<file path="src/rtl/clkcfg_pkg.sv">
package clkcfg_pkg;

    localparam int FB_W   = 12;
    localparam int RC_W   = 10;
    localparam int DIV_W  = 3;
    localparam int TUNE_W = 7;
    localparam int FB_OFS = 5;
    localparam int RC_OFS = 2;
    localparam int NROWS  = 2;
    localparam int ROW_W  = $clog2(NROWS);

    // Declared MSB first: fb_cnt occupies the low bits
    typedef struct packed {
        logic              pm_sync;
        logic              pm_oe;
        logic              duty_cmos;
        logic [TUNE_W-1:0] tune;
        logic              src_ref;
        logic [DIV_W-1:0]  post_div;
        logic [RC_W-1:0]   ref_cnt;
        logic [FB_W-1:0]   fb_cnt;
    } cfg_t;

    localparam int CFG_W = $bits(cfg_t);

    typedef enum logic [1:0] {
        SRC_NONE   = 2'd0,
        SRC_SHADOW = 2'd1,
        SRC_ROW0   = 2'd2,
        SRC_ROW1   = 2'd3
    } src_e;

    typedef enum logic [1:0] {
        OP_IDLE   = 2'd0,
        OP_SHADOW = 2'd1,
        OP_BURN   = 2'd2,
        OP_RSVD   = 2'd3
    } op_e;

endpackage

</file>
<file path="src/rtl/clkcfg_otp_row.sv">
module clkcfg_otp_row
    import clkcfg_pkg::*;
(
    input  logic clk,
    input  logic rst_n,
    input  logic burn_req,
    input  cfg_t din,
    output logic valid,
    output cfg_t data,
    output logic reject
);

    typedef struct packed {
        logic valid;
        cfg_t data;
    } row_st_t;

    row_st_t st_d, st_q;

    always_comb begin
        st_d   = st_q;
        reject = burn_req && st_q.valid;
        if (burn_req && !st_q.valid) begin
            st_d.valid = 1'b1;
            st_d.data  = din;
        end
    end

    // Reset stands in for a blank part at power-up in this model
    always_ff @(posedge clk) begin
        if (!rst_n) st_q <= '0;
        else        st_q <= st_d;
    end

    assign valid = st_q.valid;
    assign data  = st_q.data;

endmodule

</file>
<file path="src/rtl/clkcfg_shadow.sv">
module clkcfg_shadow
    import clkcfg_pkg::*;
#(
    parameter bit ENABLE = 1'b1
) (
    input  logic clk,
    input  logic rst_n,
    input  logic wr_en,
    input  cfg_t din,
    output cfg_t dout
);

    generate
        if (ENABLE) begin : g_on
            cfg_t sh_d, sh_q;

            always_comb begin
                sh_d = sh_q;
                if (wr_en) sh_d = din;
            end

            always_ff @(posedge clk) begin
                if (!rst_n) sh_q <= '0;
                else        sh_q <= sh_d;
            end

            assign dout = sh_q;
        end else begin : g_off
            logic unused_sh;
            assign unused_sh = ^{clk, rst_n, wr_en, din};
            assign dout      = '0;
        end
    endgenerate

endmodule

</file>
<file path="src/rtl/clkcfg_sel.sv">
module clkcfg_sel
    import clkcfg_pkg::*;
#(
    parameter bit SHADOW_EN = 1'b1
) (
    input  logic             mode_fsel,
    input  logic             fs_sync,
    input  logic [NROWS-1:0] valid,
    input  cfg_t             row0,
    input  cfg_t             row1,
    input  cfg_t             shadow,
    output cfg_t             word,
    output src_e             src
);

    logic use_row;
    logic pick;

    always_comb begin
        if (mode_fsel) begin
            pick    = fs_sync;
            use_row = valid[fs_sync];
        end else begin
            pick    = valid[1];
            use_row = |valid;
        end

        if (use_row) begin
            word = pick ? row1 : row0;
            src  = pick ? SRC_ROW1 : SRC_ROW0;
        end else if (SHADOW_EN) begin
            word = shadow;
            src  = SRC_SHADOW;
        end else begin
            word = '0;
            src  = SRC_NONE;
        end
    end

endmodule

</file>
<file path="src/rtl/clkcfg_store.sv">
module clkcfg_store
    import clkcfg_pkg::*;
#(
    parameter bit SHADOW_EN = 1'b1
) (
    input  logic             clk,
    input  logic             rst_n,
    input  logic             mode_fsel,
    input  logic             fsel_pin,
    input  logic [1:0]       prg_op,
    input  logic [ROW_W-1:0] prg_row,
    input  logic [CFG_W-1:0] prg_word,
    output logic [CFG_W-1:0] cfg_word,
    output logic [FB_W:0]    p_eff,
    output logic [RC_W:0]    q_eff,
    output logic [1:0]       act_src,
    output logic [NROWS-1:0] row_valid,
    output logic             burn_err
);

    typedef struct packed {
        logic fs;
        cfg_t cfg;
        src_e src;
        logic err;
    } top_st_t;

    top_st_t st_d, st_q;

    cfg_t             wr_word;
    cfg_t             row_data [NROWS];
    logic [NROWS-1:0] row_rej;
    cfg_t             sh_word;
    cfg_t             sel_word;
    src_e             sel_src;

    assign wr_word = cfg_t'(prg_word);

    generate
        for (genvar r = 0; r < NROWS; r++) begin : g_row
            clkcfg_otp_row u_row (
                .clk      (clk),
                .rst_n    (rst_n),
                .burn_req ((prg_op == OP_BURN) && (prg_row == ROW_W'(r))),
                .din      (wr_word),
                .valid    (row_valid[r]),
                .data     (row_data[r]),
                .reject   (row_rej[r])
            );
        end
    endgenerate

    clkcfg_shadow #(.ENABLE(SHADOW_EN)) u_shadow (
        .clk   (clk),
        .rst_n (rst_n),
        .wr_en (prg_op == OP_SHADOW),
        .din   (wr_word),
        .dout  (sh_word)
    );

    clkcfg_sel #(.SHADOW_EN(SHADOW_EN)) u_sel (
        .mode_fsel (mode_fsel),
        .fs_sync   (st_q.fs),
        .valid     (row_valid),
        .row0      (row_data[0]),
        .row1      (row_data[1]),
        .shadow    (sh_word),
        .word      (sel_word),
        .src       (sel_src)
    );

    always_comb begin
        st_d     = st_q;
        st_d.fs  = fsel_pin;
        st_d.cfg = sel_word;
        st_d.src = sel_src;
        st_d.err = |row_rej;
    end

    always_ff @(posedge clk) begin
        if (!rst_n) st_q <= '0;
        else        st_q <= st_d;
    end

    assign cfg_word = st_q.cfg;
    assign act_src  = st_q.src;
    assign burn_err = st_q.err;
    assign p_eff    = {1'b0, st_q.cfg.fb_cnt} + (FB_W+1)'(FB_OFS);
    assign q_eff    = {1'b0, st_q.cfg.ref_cnt} + (RC_W+1)'(RC_OFS);

endmodule

</file>
<file path="config.mk">
export PLATFORM = sky130hd
export DESIGN_NAME = clkcfg_store
export DESIGN_NICKNAME = d
export VERILOG_FILES = /design/src/rtl/clkcfg_pkg.sv /design/src/rtl/clkcfg_otp_row.sv /design/src/rtl/clkcfg_shadow.sv /design/src/rtl/clkcfg_sel.sv /design/src/rtl/clkcfg_store.sv
export SDC_FILE = /design/constraint.sdc
export NUM_CORES = 1
export LEC_CHECK = 0
export ABC_AREA = 1
export BUFFER_PORTS_ARGS = -buffer_cell sky130_fd_sc_hd__buf_4
export CAP_MARGIN = 10
export CORE_UTILIZATION = 40
export DETAILED_ROUTE_END_ITERATION = 6
export GPL_TIMING_DRIVEN = 0
export SLEW_MARGIN = 30
export SYNTH_ARGS = -nofsm -noshare
export SYNTH_HDL_FRONTEND = slang
export SYNTH_SLANG_ARGS = --single-unit
</file>
<file path="constraint.sdc">
create_clock -name clk -period 3.55 [get_ports clk]
set_input_delay 0.355 -clock clk [delete_from_list [all_inputs] [get_ports clk]]
set_output_delay 0.355 -clock clk [all_outputs]
set_load 0.03 [all_outputs]
</file>
Word-level counts from Yosys, hierarchy flattened:

Cells that the tools add are included.

* register bits: 150
* output and inout port bits: 65

* add/sub/neg operators: 2
* $lt $le $gt $ge: 1
* equality and inequality tests: 2
* multiplexer cells: 8
* bitwise logic cells: 1
* reductions and logical operators: 11

Operators by type and width (count)
* $mux W36: 2
* $add A12 B3 Y13 const B: 1
* $add A10 B2 Y11 const B: 1
* $logic_and A1 B1 Y1: 6
* $mux W1: 6
* $reduce_or A2 Y1: 2
* $eq A2 B1 Y1 const B: 1
* $eq A2 B2 Y1 const B: 1
* $logic_not A1 Y1: 2
* $lt A1 B2 Y1 const B: 1
* $reduce_and A2 Y1: 1
* $not A1 Y1: 1

Longest topological paths before layout:

* depth in word-level cells: 4
* mapped depth: 8

Modules after synthesis:

A second synthesis with hierarchy kept.

* cells, all modules: 1241
* area total of the unflattened synthesis: 8206.6 um^2

By module, submodules not included
* clkcfg_otp_row: instances 2, cells an instance 237, area each 1595.3 um^2, seq. area each 740.7 um^2
* clkcfg_store: instances 1, cells an instance 254, area each 1874.3 um^2, seq. area each 800.8 um^2
* clkcfg_shadow: instances 1, cells an instance 228, area each 1818.0 um^2, seq. area each 720.7 um^2
* clkcfg_sel: instances 1, cells an instance 285, area each 1323.8 um^2, seq. area each 0.0 um^2

Least setup slack after synthesis:

Ideal clock, no wire load.

* path type: reg2out
* start point: reg st_q (netlist bit cfg_word[0])
* end point: out p_eff[8]
* arrival time: 1672 ps
* required time: 3195 ps
* slack: 1523 ps
* stages on the path, launching flop included: 6
* buffers on the path: 0
* cells stage by stage: dfxtp_1 -> ha_1 -> nor2_1 -> nor2_1 -> nand2_1 -> xnor2_1

* cells in the longest elaborated chain, start to end: 1

Ends and longest elaborated chain
* from (decl): RTL line clkcfg_store.sv:28 `top_st_t st_d, st_q;`
* from (signal assigned): RTL line clkcfg_store.sv:82 `else st_q <= st_d;`
* $add A12 B3 Y13: RTL line clkcfg_store.sv:88 `assign p_eff = {1'b0, st_q.cfg.fb_cnt} + (FB_W+1)'(FB_OFS);`
* to (decl): RTL line clkcfg_store.sv:14 `output logic [FB_W:0] p_eff,`

No other way between the ends.

Final worst setup path:

* start point: reg st_q (netlist bit cfg_word[13])
* end point: out q_eff[9]

* cells in the longest elaborated chain, start to end: 1

Ends and longest elaborated chain
* $add A10 B2 Y11: RTL line clkcfg_store.sv:89 `assign q_eff = {1'b0, st_q.cfg.ref_cnt} + (RC_W+1)'(RC_OFS);`
* to (decl): RTL line clkcfg_store.sv:15 `output logic [RC_W:0] q_eff,`

No other way between the ends.

==> impl_metrics.tcl <==
set metrics [dict create \
    outcome "finished clean" \
    critPathSlowestCell "dfxtp_1" \
    clk_path_buf_depth 2 \
    cts-root-buf "clkbuf_16" \
    die_h_um 130 \
    synth_top_flop_cell "dfxtp_1" \
    detail_route.wl_per_cell_um 14.7 \
    ant_nets 0 \
    finalCriticalPeriod_ns 2.14 \
    syn-cell-area_sq_um 6530 \
    antennaDiodeCount 0 \
    drtIter0Drc 409 \
    hold_viol_final 0 \
    path_max_fanout 4 \
    cts_resized 0 \
    chipWidth_um 130 \
    setup.worst_path.end_class "output pin" \
    initial_antenna_violation_count 0 \
    relSlewSlack 0.530 \
    layout_worst_path_cycle_share 0.604 \
    critical_path_class "register to output pin" \
    place_hpwl_um 13500 \
    max_clock_freq_mhz 466 \
    tns_ns 0 \
    setup_violations 0 \
    maxCapViolations 0 \
    hold_path_class "primary input to register" \
    fin_nets 1118 \
    cp.buffers_inverters 1 \
    post_cts_buffers 0 \
    synth_area_leaders "dfxtp_1 46%, nand2_1 17%, nor2_1 8.9%" \
    num_io_pins 108 \
    parity_gate_share_of_the_synthesized_area_counting_xor_and_xnor_cells 0.0148 \
    synth.mux.area_fraction 0 \
    tritoncts_clock_tree "done" \
    complex_gate_fraction_of_the_synthesized_area 0.0615 \
    worst-endpoint-arrival_ns 1.79 \
    worstSkewPairLatency_ns 0.43 \
    slew_viol_final 0 \
    synth_cells 947 \
    die_area_sq_um 16800 \
    rows 46 \
    timing.clock.skew_ns 0.00693 \
    synthAdderAreaFrac 0.00383 \
    via_count 6466 \
    wire_length_of_the_first_global_routing_pass_um 31200 \
    syn-num-nets 992 \
    yosys.cell_types.count 22 \
    synth_top_family_by_area "simple AND/OR/NAND/NOR gates" \
    leftover_overflow_at_the_end_of_global_routing 0 \
    postSynthRegisterBits 150 \
    detail_route.first_pass.iterations 5 \
    drc 0 \
    areaGrowthSynthToFinish_pct 25.7 \
    worstMarginPinSlew_ns 0.706 \
    clk_transition_reported_paths_ns 0.06 \
    crit_path_cell_trace "ha_1 -> nand3_1 -> nor2_1 -> nand3_1 -> nand2_1 -> nand2_1 -> buf_4" \
    synth_largest_area_cell "dfxtp_1" \
    power_consumption_w 0.00422 \
    cp_data_required_time_ns 3.19 \
    critical_path.max_stage_delay_ns 0.38 \
    cts_sinks 150 \
    final_common_cell "nand2_1" \
    number_of_i_o_port_buffers 107 \
    power-per-cell-area_nw_per_um2 514 \
    fraction_of_the_yosys_area_taken_by_sequential_cells 0.460 \
    gp_congestion 0.804 \
    peakVddDrop_mv 0.361 \
    largest_net_degree_at_the_start_of_global_routing 17 \
    crit_path_start_kind "register" \
    synthesis.yosys.warnings 0 \
    drive_gt1_frac 0.171 \
    cts-htree-levels 4 \
    synthDominantCellAreaShare 0.460 \
    synth_simple_gate_area_frac 0.373 \
    cts.hold.buffers_added 0 \
    gr-usage-all-layers 0.243 \
    floorplan.initialDensity 0.411 \
    synthArstFlopShare 0 \
    cts_buffers 17 \
    drt_wl_total_um 19200 \
    first_global_vias 6131 \
    design.core.area_sq_um 15900 \
    viasPerCell 4.97 \
    cellLeakagePower_nw 4.01 \
    worst_path_top_cell_family_by_delay "simple AND/OR/NAND/NOR gates" \
    synth_edf_count 0 \
    layout.cells.most_common_list "294 x nand2_1, 154 x nor2_1, 150 x dfxtp_1" \
    rsz0062_at_grt "false" \
    synthesis.area_per_instance_sq_um 6.90 \
]
worst paths after layout:
check,from,to,slack [ns],cells after the start
worst min-delay path,fsel_pin,st_q[39]$_SDFF_PN0_,0.14,3
worst max-delay path,cfg_word[13]$_SDFF_PN0_,q_eff[9],1.41,7
worst max register to register,g_row[1].u_row.valid$_SDFFE_PN0P_,cfg_word[21]$_SDFF_PN0_,1.96,8
worst min register to register,u_shadow.dout[2]$_SDFFE_PN0N_,cfg_word[2]$_SDFF_PN0_,0.47,2
power breakdown:
group | switching, W | total, W | internal (W)
logic | 0.000362 | 0.000548 | 0.000186
registers | 0.0000526 | 0.00183 | 0.00178
clock network | 0.000676 | 0.00184 | 0.00117
total | 0.00109 | 0.00422 | 0.00313
per-layer routing:
metal | GRT usage | routed length (um) | up-vias
met5 | 0 | 0 | -
met4 | 0.0971 | 498 | 0
met3 | 0.0517 | 898 | 36
met2 | 0.390 | 8760 | 180
met1 | 0.319 | 9010 | 2982
li1 | - | - | 3268
cells in the mapped netlist, types with 2 or more instances:
library cell  count
a21oi_1          39
buf_1            10
buf_2            28
buf_4            12
clkbuf_1         18
dfxtp_1         150
ha_1              2
inv_1            60
inv_2             2
nand2_1         294
nand3_1          44
nand4_1          77
nor2_1          154
nor2_2            2
nor2_4            2
o21ai_0          38
xnor2_1           5
xor2_1            6
layout make-up:
class | count | area [sq um]
buffer | 68 | 335
clock buffer | 21 | 480
clock inverter | 9 | 125
fill | 1651 | 7670
inverter | 62 | 233
multi-input combinational | 667 | 2960
sequential | 150 | 3000
tap | 216 | 270
timing repair buffer | 107 | 803
registers in the layout (all words and copies together) (netlist names):
| register | flops |
|---|---|
| g_row.u_row.data | 72 |
| g_row.u_row.valid | 2 |
| cfg_word | 36 |
| burn_err | 1 |
| st_q | 1 |
| u_shadow.dout | 36 |
| act_src | 2 |
cell families after synthesis:
logic type | count (synthesis)
compound gates | 78
fa+ha+maj | 2
simple gates | 576
flops | 150
xor+xnor | 11
buf+inv | 130
per-stage QoR:
stage	util	cells	cell area [sq um]	hold slack, ns	worst slack, ns
floorplan	-	947	6530	0.441	1.52
global placement	0.479	1270	7600	0.448	1.80
detailed placement	0.479	1270	7600	0.457	1.81
CTS	0.517	1300	8210	0.123	1.39
global route	0.517	1300	8210	0.134	1.22
finish	0.517	1300	8210	0.136	1.41
worst reg2reg max path, cell delays in order (launching register included):
cell	delay (ns)
dfxtp_1	0.46
inv_1	0.10
nand2_1	0.07
nand2_1	0.21
buf_2	0.29
nand2_1	0.09
nand2_1	0.04
nand2_1	0.05
nand2_1	0.12
(Power assumes the default switching activity.)
